--- src/rtl/irq_seq_pkg.sv ---
package irq_seq_pkg;

  localparam int FRAME_BYTES = 5;
  localparam int SLOT_W      = $clog2(FRAME_BYTES);

  typedef enum logic [1:0] {
    SRC_TIM = 2'd0,
    SRC_EXT = 2'd1,
    SRC_SWI = 2'd2
  } srcSel_t;

  typedef enum logic [2:0] {
    S_IDLE = 3'd0,
    S_PUSH = 3'd1,
    S_VHI  = 3'd2,
    S_VLO  = 3'd3,
    S_PULL = 3'd4
  } seqState_t;

  // strobes from control to datapath, one cycle each
  typedef struct packed {
    logic              capture;
    logic              push;
    logic              pull;
    logic [SLOT_W-1:0] slot;
    logic              vecHi;
    logic              vecLo;
    srcSel_t           src;
    logic              restoreEnd;
  } seqStrobe_t;

endpackage

--- src/rtl/irq_pend.sv ---
module irq_pend #(
  parameter bit EXT_EDGE = 1'b1
) (
  input  logic clk,
  input  logic rstN,
  input  logic extIrqN,
  input  logic timerReq,
  input  logic clrExt,
  input  logic clrTim,
  output logic pendExt,
  output logic pendTim
);

  logic setExt;

  generate
    if (EXT_EDGE) begin : g_edge
      logic pinPrev;
      // keeps tracking the pin through reset so a low pin at release is no edge
      always_ff @(posedge clk) pinPrev <= extIrqN;
      assign setExt = pinPrev & ~extIrqN;
    end else begin : g_level
      assign setExt = ~extIrqN;
    end
  endgenerate

  // a new request in the clear cycle wins over the clear
  always_ff @(posedge clk) begin
    if (!rstN) begin
      pendExt <= 1'b0;
      pendTim <= 1'b0;
    end else begin
      pendExt <= setExt | (pendExt & ~clrExt);
      pendTim <= timerReq | (pendTim & ~clrTim);
    end
  end

  p_reset_clear_r1: assert property (@(posedge clk) disable iff (!rstN)
    $rose(rstN) |-> (!pendExt && !pendTim));

  p_clear_on_fetch_r10: assert property (@(posedge clk) disable iff (!rstN)
    (clrExt && !setExt) |=> !pendExt);

  p_timer_holds_r11: assert property (@(posedge clk) disable iff (!rstN)
    (pendTim && !clrTim) |=> pendTim);

endmodule

--- src/rtl/irq_seq_ctrl.sv ---
module irq_seq_ctrl
  import irq_seq_pkg::*;
(
  input  logic       clk,
  input  logic       rstN,
  input  logic       bound,
  input  logic       opSwi,
  input  logic       opRti,
  input  logic       pendExt,
  input  logic       pendTim,
  input  logic       maskQ,
  output seqStrobe_t st,
  output logic       busy,
  output logic       fetchGo
);

  localparam logic [SLOT_W-1:0] LAST_SLOT = SLOT_W'(FRAME_BYTES - 1);
  localparam logic [SLOT_W-1:0] SLOT_ONE  = SLOT_W'(1);

  seqState_t         stateQ, stateD;
  logic [SLOT_W-1:0] slotQ, slotD;
  srcSel_t           srcQ, srcD;
  logic              takeEntry;
  logic              hwExt, hwTim;

  assign hwExt = pendExt & ~maskQ;
  assign hwTim = pendTim & ~maskQ;

  always_comb begin
    st         = '0;
    st.src     = srcQ;
    st.slot    = slotQ;
    stateD     = stateQ;
    slotD      = slotQ;
    srcD       = srcQ;
    fetchGo    = 1'b0;
    takeEntry  = 1'b0;
    unique case (stateQ)
      S_IDLE: begin
        if (bound) begin
          if (hwExt) begin
            srcD      = SRC_EXT;
            takeEntry = 1'b1;
          end else if (hwTim) begin
            srcD      = SRC_TIM;
            takeEntry = 1'b1;
          end else if (opSwi) begin
            srcD      = SRC_SWI;
            takeEntry = 1'b1;
          end else if (opRti) begin
            stateD = S_PULL;
            slotD  = '0;
          end else begin
            fetchGo = 1'b1;
          end
          if (takeEntry) begin
            st.capture = 1'b1;
            stateD     = S_PUSH;
            slotD      = '0;
          end
        end
      end
      S_PUSH: begin
        st.push = 1'b1;
        if (slotQ == LAST_SLOT) stateD = S_VHI;
        else                    slotD  = slotQ + SLOT_ONE;
      end
      S_VHI: begin
        st.vecHi = 1'b1;
        stateD   = S_VLO;
      end
      S_VLO: begin
        st.vecLo = 1'b1;
        stateD   = S_IDLE;
      end
      S_PULL: begin
        st.pull = 1'b1;
        if (slotQ == LAST_SLOT) begin
          st.restoreEnd = 1'b1;
          stateD        = S_IDLE;
        end else begin
          slotD = slotQ + SLOT_ONE;
        end
      end
      default: stateD = S_IDLE;
    endcase
  end

  always_ff @(posedge clk) begin
    if (!rstN) begin
      stateQ <= S_IDLE;
      slotQ  <= '0;
      srcQ   <= SRC_TIM;
    end else begin
      stateQ <= stateD;
      slotQ  <= slotD;
      srcQ   <= srcD;
    end
  end

  assign busy = (stateQ != S_IDLE);

  p_no_start_off_boundary_r2: assert property (@(posedge clk) disable iff (!rstN)
    (!busy && !bound) |=> !busy);

  p_masked_no_entry_r3: assert property (@(posedge clk) disable iff (!rstN)
    (!busy && bound && maskQ && !opSwi && !opRti) |=> !busy);

  p_ext_over_timer_r4: assert property (@(posedge clk) disable iff (!rstN)
    (!busy && bound && pendExt && pendTim && !maskQ) |=> (srcQ == SRC_EXT));

  p_swi_under_mask_r7: assert property (@(posedge clk) disable iff (!rstN)
    (!busy && bound && opSwi && maskQ) |=> (stateQ == S_PUSH && srcQ == SRC_SWI));

endmodule

--- src/rtl/irq_seq_dpath.sv ---
module irq_seq_dpath
  import irq_seq_pkg::*;
#(
  parameter int                ADDR_W    = 16,
  parameter logic [ADDR_W-1:0] STACK_TOP = ADDR_W'(16'h00FF),
  parameter logic [ADDR_W-1:0] VEC_TIM   = ADDR_W'(16'hFFF8),
  parameter logic [ADDR_W-1:0] VEC_EXT   = ADDR_W'(16'hFFFA),
  parameter logic [ADDR_W-1:0] VEC_SWI   = ADDR_W'(16'hFFFC),
  parameter int                MASK_BIT  = 3
) (
  input  logic              clk,
  input  logic              rstN,
  input  seqStrobe_t        st,
  input  logic              maskSetIn,
  input  logic              maskClrIn,
  input  logic [ADDR_W-1:0] pcIn,
  input  logic [7:0]        xIn,
  input  logic [7:0]        aIn,
  input  logic [7:0]        ccrIn,
  input  logic [7:0]        memRdata,
  output logic              clrExt,
  output logic              clrTim,
  output logic [ADDR_W-1:0] memAddr,
  output logic [7:0]        memWdata,
  output logic              memWe,
  output logic              memRe,
  output logic              maskQ,
  output logic [ADDR_W-1:0] spQ,
  output logic [ADDR_W-1:0] pcOut,
  output logic [7:0]        xOut,
  output logic [7:0]        aOut,
  output logic [7:0]        ccrOut,
  output logic              pcLoad,
  output logic              regLoad
);

  localparam logic [ADDR_W-1:0] ONE = ADDR_W'(1);

  logic [ADDR_W-1:0] savePc;
  logic [7:0]        saveX, saveA, saveCcr;
  logic [7:0]        ccrMerged;
  logic [7:0]        hiQ;
  logic [ADDR_W-1:0] vecBase;

  always_comb begin
    ccrMerged           = ccrIn;
    ccrMerged[MASK_BIT] = maskQ;
  end

  always_comb begin
    unique case (st.src)
      SRC_EXT: vecBase = VEC_EXT;
      SRC_TIM: vecBase = VEC_TIM;
      default: vecBase = VEC_SWI;
    endcase
  end

  // push order by slot: PC low, PC high, X, A, CCR
  always_comb begin
    unique case (st.slot)
      3'd0:    memWdata = savePc[7:0];
      3'd1:    memWdata = 8'(savePc >> 8);
      3'd2:    memWdata = saveX;
      3'd3:    memWdata = saveA;
      default: memWdata = saveCcr;
    endcase
    if (!st.push) memWdata = '0;
  end

  always_comb begin
    if (st.push)       memAddr = spQ;
    else if (st.pull)  memAddr = spQ + ONE;
    else if (st.vecHi) memAddr = vecBase;
    else if (st.vecLo) memAddr = vecBase + ONE;
    else               memAddr = '0;
  end

  assign memWe  = st.push;
  assign memRe  = st.pull | st.vecHi | st.vecLo;
  assign clrExt = st.vecHi & (st.src == SRC_EXT);
  assign clrTim = st.vecHi & (st.src == SRC_TIM);

  always_ff @(posedge clk) begin
    if (st.capture) begin
      savePc  <= pcIn;
      saveX   <= xIn;
      saveA   <= aIn;
      saveCcr <= ccrMerged;
    end
  end

  always_ff @(posedge clk) begin
    if (!rstN) begin
      spQ     <= STACK_TOP;
      maskQ   <= 1'b0;
      hiQ     <= '0;
      pcOut   <= '0;
      xOut    <= '0;
      aOut    <= '0;
      ccrOut  <= '0;
      pcLoad  <= 1'b0;
      regLoad <= 1'b0;
    end else begin
      pcLoad  <= 1'b0;
      regLoad <= 1'b0;
      if (st.push) spQ <= spQ - ONE;
      if (st.pull) spQ <= spQ + ONE;
      if (st.vecHi) hiQ <= memRdata;
      if (st.vecLo) begin
        pcOut  <= ADDR_W'({hiQ, memRdata});
        pcLoad <= 1'b1;
      end
      // pull order by slot: CCR, A, X, PC high, PC low
      if (st.pull) begin
        unique case (st.slot)
          3'd0:    ccrOut <= memRdata;
          3'd1:    aOut   <= memRdata;
          3'd2:    xOut   <= memRdata;
          3'd3:    hiQ    <= memRdata;
          default: begin
            pcOut   <= ADDR_W'({hiQ, memRdata});
            regLoad <= 1'b1;
          end
        endcase
      end
      if (st.vecHi)           maskQ <= 1'b1;
      else if (st.restoreEnd) maskQ <= ccrOut[MASK_BIT];
      else if (maskSetIn)     maskQ <= 1'b1;
      else if (maskClrIn)     maskQ <= 1'b0;
    end
  end

  p_push_dec_r5: assert property (@(posedge clk) disable iff (!rstN)
    st.push |=> (spQ == $past(spQ) - ONE));

  p_rw_excl_r5: assert property (@(posedge clk) disable iff (!rstN)
    !(memWe && memRe));

  p_mask_after_entry_r6: assert property (@(posedge clk) disable iff (!rstN)
    pcLoad |-> maskQ);

  p_pull_inc_r8: assert property (@(posedge clk) disable iff (!rstN)
    st.pull |=> (spQ == $past(spQ) + ONE));

endmodule

--- src/rtl/irq_entry_seq.sv ---
module irq_entry_seq
  import irq_seq_pkg::*;
#(
  parameter int                ADDR_W    = 16,
  parameter logic [ADDR_W-1:0] STACK_TOP = ADDR_W'(16'h00FF),
  parameter logic [ADDR_W-1:0] VEC_TIM   = ADDR_W'(16'hFFF8),
  parameter logic [ADDR_W-1:0] VEC_EXT   = ADDR_W'(16'hFFFA),
  parameter logic [ADDR_W-1:0] VEC_SWI   = ADDR_W'(16'hFFFC),
  parameter bit                EXT_EDGE  = 1'b1,
  parameter int                MASK_BIT  = 3
) (
  input  logic              clk,
  input  logic              rstN,
  input  logic              bound,
  input  logic              opSwi,
  input  logic              opRti,
  input  logic              maskSet,
  input  logic              maskClr,
  input  logic              extIrqN,
  input  logic              timerReq,
  input  logic [ADDR_W-1:0] pcIn,
  input  logic [7:0]        xIn,
  input  logic [7:0]        aIn,
  input  logic [7:0]        ccrIn,
  input  logic [7:0]        memRdata,
  output logic [ADDR_W-1:0] memAddr,
  output logic [7:0]        memWdata,
  output logic              memWe,
  output logic              memRe,
  output logic [ADDR_W-1:0] pcOut,
  output logic [7:0]        xOut,
  output logic [7:0]        aOut,
  output logic [7:0]        ccrOut,
  output logic              pcLoad,
  output logic              regLoad,
  output logic              busy,
  output logic              fetchGo,
  output logic              maskOut,
  output logic              pendExtOut,
  output logic              pendTimOut,
  output logic [ADDR_W-1:0] spOut
);

  seqStrobe_t st;
  logic       clrExt, clrTim;

  irq_pend #(.EXT_EDGE(EXT_EDGE)) u_pend (
    .clk     (clk),
    .rstN    (rstN),
    .extIrqN (extIrqN),
    .timerReq(timerReq),
    .clrExt  (clrExt),
    .clrTim  (clrTim),
    .pendExt (pendExtOut),
    .pendTim (pendTimOut)
  );

  irq_seq_ctrl u_ctrl (
    .clk    (clk),
    .rstN   (rstN),
    .bound  (bound),
    .opSwi  (opSwi),
    .opRti  (opRti),
    .pendExt(pendExtOut),
    .pendTim(pendTimOut),
    .maskQ  (maskOut),
    .st     (st),
    .busy   (busy),
    .fetchGo(fetchGo)
  );

  irq_seq_dpath #(
    .ADDR_W   (ADDR_W),
    .STACK_TOP(STACK_TOP),
    .VEC_TIM  (VEC_TIM),
    .VEC_EXT  (VEC_EXT),
    .VEC_SWI  (VEC_SWI),
    .MASK_BIT (MASK_BIT)
  ) u_dpath (
    .clk      (clk),
    .rstN     (rstN),
    .st       (st),
    .maskSetIn(maskSet),
    .maskClrIn(maskClr),
    .pcIn     (pcIn),
    .xIn      (xIn),
    .aIn      (aIn),
    .ccrIn    (ccrIn),
    .memRdata (memRdata),
    .clrExt   (clrExt),
    .clrTim   (clrTim),
    .memAddr  (memAddr),
    .memWdata (memWdata),
    .memWe    (memWe),
    .memRe    (memRe),
    .maskQ    (maskOut),
    .spQ      (spOut),
    .pcOut    (pcOut),
    .xOut     (xOut),
    .aOut     (aOut),
    .ccrOut   (ccrOut),
    .pcLoad   (pcLoad),
    .regLoad  (regLoad)
  );

endmodule

--- config.mk ---
export PLATFORM = sky130hd
export DESIGN_NAME = irq_entry_seq
export DESIGN_NICKNAME = d
export VERILOG_FILES = /design/src/rtl/irq_seq_pkg.sv /design/src/rtl/irq_pend.sv /design/src/rtl/irq_seq_ctrl.sv /design/src/rtl/irq_seq_dpath.sv /design/src/rtl/irq_entry_seq.sv
export SDC_FILE = /design/constraint.sdc
export NUM_CORES = 1
export LEC_CHECK = 0
export BUFFER_PORTS_ARGS = -buffer_cell sky130_fd_sc_hd__buf_4
export CAP_MARGIN = 30
export CORE_MARGIN = 5
export CORE_UTILIZATION = 30
export CTS_CLUSTER_DIAMETER = 120
export DETAILED_ROUTE_END_ITERATION = 16
export GPL_TIMING_DRIVEN = 0
export SKIP_CTS_REPAIR_TIMING = 1
export SLEW_MARGIN = 15
export SYNTH_ARGS = -nofsm -noshare
export SYNTH_HDL_FRONTEND = slang
export SYNTH_SLANG_ARGS = --single-unit
--- constraint.sdc ---
create_clock -name clk -period 4.1 [get_ports clk]
set_input_delay 0.41 -clock clk [delete_from_list [all_inputs] [get_ports clk]]
set_output_delay 0.41 -clock clk [all_outputs]
set_load 0.005 [all_outputs]
# Yosys cells after proc, flatten, opt, wreduce, memory -nomap -nowiden
# Cells that the tools add are included.
[totals]
reg_bits = 118
elab_cells = 133
in_bits = 57
output_inout_bits = 89
[classes]
eq_ne = 17
n_bitwise = 15
addsub = 4
mux = 61
reduce_logical = 17
[op_table]
columns = ["operator", "n"]
rows = [
  ["two-way mux 16 bit", 9],
  ["two-way mux 3 bit", 15],
  ["two-way mux 8 bit", 4],
  ["one-hot mux 8 bit (4 select lines)", 1],
  ["two-way mux 1 bit", 26],
  ["adder 16 x 1 -> 16 bit, second input constant", 1],
  ["subtractor 16 x 1 -> 16 bit, second input constant", 1],
  ["AND reduction 7 bit", 2],
  ["== test 3 x 2 -> 1 bit, second input constant", 4],
  ["inequality test 3 bit, second input constant", 4],
  ["one-hot mux 3 bit (2 select lines)", 2],
  ["one-hot mux 3 bit (4 select lines)", 1],
  ["AND reduction 2 bit", 4],
  ["bitwise AND 1 bit", 7],
  ["== test 3 x 1 -> 1 bit, second input constant", 2],
  ["== test 3 bit, second input constant", 2],
  ["zero test 3 bit", 2],
  ["two-way mux 2 bit", 3],
  ["nonzero test 3 bit", 2],
  ["adder 4 x 2 -> 5 bit, second input constant", 1],
  ["inequality test 2 x 1 -> 1 bit, second input constant", 2],
  ["inequality test 2 bit, second input constant", 2],
  ["NOT 1 bit", 4],
  ["bitwise OR 1 bit", 4],
  ["8 further kinds", 9],
]

# Longest topological paths before layout
[logic_depth]
depth_word = 9
depth_mapped = 8
depth_no_buf = 7

# By module
# Synthesis repeated with hierarchy kept, for this count alone.
[unflattened]
hier_cells = 582
hier_area_um2 = 5823.1
[by_module_without_submodules]
columns = ["module", "seq_area_each_um2", "cells_each", "n_inst", "area_per_inst_um2"]
rows = [
  ["irq_seq_dpath", 2542.4, 513, 1, 5178.7],
  ["irq_seq_ctrl", 160.2, 61, 1, 539.3],
  ["irq_pend", 60.1, 8, 1, 105.1],
]

# Least setup slack after synthesis
# No wires, ideal clock.
[synth_path]
kind = "register to register"
startpoint = "reg u_ctrl.stateQ[1]"
endpoint = "reg u_dpath.saveA[0] (enable)"
t_required_ns = 3.661
setup_time_ns = 0.439
stages_incl_launch_ff = 5
synth_period_minus_slack_ns = 3.087
setup_slack_ns = 1.013
t_arrival_ns = 2.648
n_path_buf = 1
path_cell_list = "dfxtp_1 clkbuf_1 nor3_1 nand2_1 nor2_1"
[synth_rtl]
columns = ["item", "line_no", "text"]
rows = [
  ["start: declaration", "irq_seq_ctrl.sv:20", "seqState_t stateQ, stateD;"],
  ["start signal: assignment", "irq_seq_ctrl.sv:95", "stateQ <= stateD;"],
  ["end signal: assignment", "irq_seq_dpath.sv:87", "saveA <= aIn;"],
  ["end: declaration", "irq_seq_dpath.sv:40", "logic [7:0] saveX, saveA, saveCcr;"],
]

# Worst setup path after layout
[layout_path]
startpoint = "reg u_ctrl.slotQ[2]"
endpoint = "out memWdata[1]"
[layout_between]
elab_chain_len = 3
elab_cells_between_ends = 6
classes_between = "eq/ne (3); mux (2); reduce/logical (1)"
[layout_lines]
columns = ["item", "line_no", "text"]
rows = [
  ["start: declaration", "irq_seq_ctrl.sv:21", "logic [SLOT_W-1:0] slotQ, slotD;"],
  ["start signal: assignment", "irq_seq_ctrl.sv:96", "slotQ <= slotD;"],
  ["== test 3 x 2 -> 1 bit (tied with other cells)", "irq_seq_dpath.sv:60", "unique case (st.slot)"],
  ["one-hot mux 8 bit (4 select lines) (*)", "irq_seq_dpath.sv:60", ""],
  ["two-way mux 8 bit (*)", "irq_seq_dpath.sv:67", "if (!st.push) memWdata = '0;"],
  ["end: declaration", "irq_entry_seq.sv:27", "output logic [7:0] memWdata,"],
]
# Every way passes the cells marked *; elsewhere a longest branch is shown, timed or not.

==> flow_summary_export.csv <==
group,metric,value,unit
status,outcome,"complete, no violations",
hold_path,hold_class,"input port to flop",
floorplan,coreArea,17800,um^2
sta,maxSlewViolCount,0,
worst_setup_path,critPathLaunchType,"flop",
routing,avgRoutedWirePerCell,16.7,um
placed_design,place_ws,1190,ps
floorplan,pin_count,146,
floorplan,start_util,30.2,%
synthesis,syn-cell-area,5390,um^2
placed_design,placed_area,6790,um^2
global_route,grt_max_degree,24,
floorplan,die_area,20700,um^2
power_and_ir_drop,power_density,542,nW/um^2
synthesis,ys.flop_type,"dfxtp_1",
sta,slew_headroom,56.4,%
floorplan,die_height,144,um
sta,fmax,303,MHz
routing,via_count,4573,
floorplan,fp-row-count,49,
cells_and_area,design_area,7350,um^2
placed_design,port-buffer-count,143,
clocking,path_clk_slew,50,ps
clocking,cts_root_buffer,"clkbuf_16",
sta,skew,7.50,ps
routing,drc,0,
worst_setup_path,cp.arrival,2890,ps
clocking,cts_tree,"done",
worst_setup_path,crit_top_cell,"clkbuf_1",
cells_and_area,area_delta_synth_final,36.3,%
cells_and_area,drive_above_1_share,28.2,%
clocking,cts_buffers,17,
synthesis,ys_types,57,
placed_design,gp_congestion,0.790,
routing,ant_nets,0,
synthesis,synth_most_common_cell,"dfxtp_1",
synthesis,synth_area_leaders,"dfxtp_1, edfxtp_1, mux2i_1, nor2b_1, a21boi_0",
routing,via_per_inst,4.87,
power_and_ir_drop,p_leak,3.03,nW
flow_run,drv_cap,0,
cells_and_area,diodes,0,
sta,hold_violations,0,
clocking,clk_latency,410,ps
synthesis,synth-edff-count,40,
synthesis,synthTopCellsByCount,"dfxtp_1, nand2_1, edfxtp_1",
synthesis,yosys_warnings,0,
synthesis,async_flop_share,0,%
synthesis,synth_top_area_cell,"dfxtp_1",
worst_setup_path,cp_slowest_stage_delay,400,ps
floorplan,die_x,144,um
placed_design,dp.cells,907,
global_route,grt_use_total,15.3,%
synthesis,ys_seq_area_share,51.3,%
worst_setup_path,worst-path-max-fanout,10,
global_route,grt_overflow,0,
synthesis,ys_ff_latch,118,
global_route,antenna_found_initial,0,
worst_setup_path,critPathCaptureType,"output pin",
global_route,grt_pass1_wl,24500,um
routing,drt_first_pass_iters,4,
worst_setup_path,crit_type,"flop to output pin",
global_route,grt_pass1_vias,4471,
sta,fin_tns_setup,0,ps
synthesis,avgSynthCellArea,10.1,um^2
power_and_ir_drop,finalPower,3.98,mW
synthesis,yosysTopAreaCellShare,29.0,%
synthesis,synth_cells,533,
routing,drtIter0Drc,243,
routing,totalWireLength,15700,um
sta,worstMarginPinSlew,654,ps
power_and_ir_drop,peakVddDrop,0.000341,V
worst_setup_path,path_cells,"clkbuf_1 > inv_1 > clkbuf_1 > ha_1 > clkbuf_1 > a221oi_1 > a21oi_1 > buf_4",
sta,fin_crit_sh,80.5,%
sta,rsz0062_at_grt,"false",
worst_setup_path,crit_slowest_cell,"clkbuf_1",
cells_and_area,stdcell_count,939,
sta,setup_viol,0,
worst_setup_path,required,3690,ps
clocking,clock_path_buffers,2,
placed_design,hpwl,11600,um
cells_and_area,nets,761,
clocking,htreeDepth,4,
sta,setup_slack,801,ps
sta,period_minus_slack,3300,ps
cells_and_area,fillers,1738,
synthesis,syn-num-nets,597,
clocking,cts.sinks,118,
path summary, 6_finish.rpt:
path / from / endpoint / slack [ps] / depth (start not counted)
min: extIrqN / u_pend.g_edge.pinPrev / 110 / 1
max: u_ctrl.slotQ[2] / memWdata[1] / 800 / 8
min reg2reg: u_pend.g_edge.pinPrev / u_pend.pendExt / 460 / 2
max reg2reg: u_ctrl.slotQ[2] / u_dpath.hiQ[1] / 1250 / 8
final cells by class:
type                       count  area [um^2]  share of cell area (%)
tap                          229          287                    3.90
clock inverter                14          129                    1.75
multi-input combinational    364         2410                    32.8
clock buffer                  18          429                    5.84
sequential                   118         2760                    37.6
inverter                       9         33.8                   0.460
timing repair buffer         145         1110                    15.1
buffer                        42          188                    2.55
state kept, by name, summed over array words and instances, names as in the netlist:
signal / count
u_ctrl.stateQ: 3
u_ctrl.slotQ: 3
u_dpath.xOut: 8
u_dpath.pcLoad: 1
u_dpath.maskQ: 1
u_pend.pendExt: 1
u_pend.g_edge.pinPrev: 1
u_dpath.ccrOut: 8
u_dpath.savePc: 16
u_dpath.hiQ: 8
u_dpath.saveA: 8
u_dpath.aOut: 8
u_pend.pendTim: 1
u_dpath.pcOut: 16
u_ctrl.srcQ: 2
u_dpath.saveCcr: 8
u_dpath.regLoad: 1
u_dpath.saveX: 8
u_dpath.spQ: 16
critical path: cells and delay by family (launching register included):
kind	cells	cell delay, ps
flip-flops	1	300
AO/OA/AOI/OAI	2	510
buffers and inverters	5	1380
adder cells (fa/ha/maj)	1	270
power by group:
group          internal (mW)  leakage (nW)  switching (mW)
Combinational          0.523          1.76           0.639
Sequential              1.35          1.01          0.0765
Clock                  0.836         0.257           0.563
routing by layer:
metal  part of all wire, %  up-vias  GRT usage [%]  routed length [um]
met3                   8.9       13           6.08                1390
met1                    44     2166           20.1                6980
met2                    46      144           23.7                7200
li1                      -     2250              -                   -
met5                     0        -              0                   0
met4                  0.93        0           3.52                 146
layout by cell type (no fill, tap or decap), types with 9 or more instances in the layout:
master     instances
buf_4            145
dfxtp_1           78
nand2_1           50
edfxtp_1          40
nor2b_1           34
nand3_1           31
a21oi_1           30
a21boi_0          27
clkbuf_1          26
mux2i_1           26
o22ai_1           17
clkbuf_16         17
xor2_1            14
nor2_1            14
o21ai_0           14
buf_2             12
xnor2_1           12
inv_1              9
metrics by stage:
stage | hold slack, ps | utilization, %
3_5_place_dp | 458 | 38.0
6_report | 109 | 41.2
2_1_floorplan | 438 | -
4_1_cts | 94.9 | 41.2
3_3_place_gp | 451 | 37.8
5_1_grt | 100 | 41.2
kinds of logic (layout without fill, tap and decap cells):
logic type               Yosys count  in the layout  synth area share, %
XOR/XNOR                          26             26                 4.23
buffers and inverters             51            228                 4.11
AND/OR/NAND/NOR                  176            176                 17.7
adder cells (fa/ha/maj)            7              7                 1.63
multiplexers                      27             27                 5.04
flip-flops                       118            118                 51.3
AO/OA/AOI/OAI                    128            128                 16.1
Power figures use the tool's default switching activity.
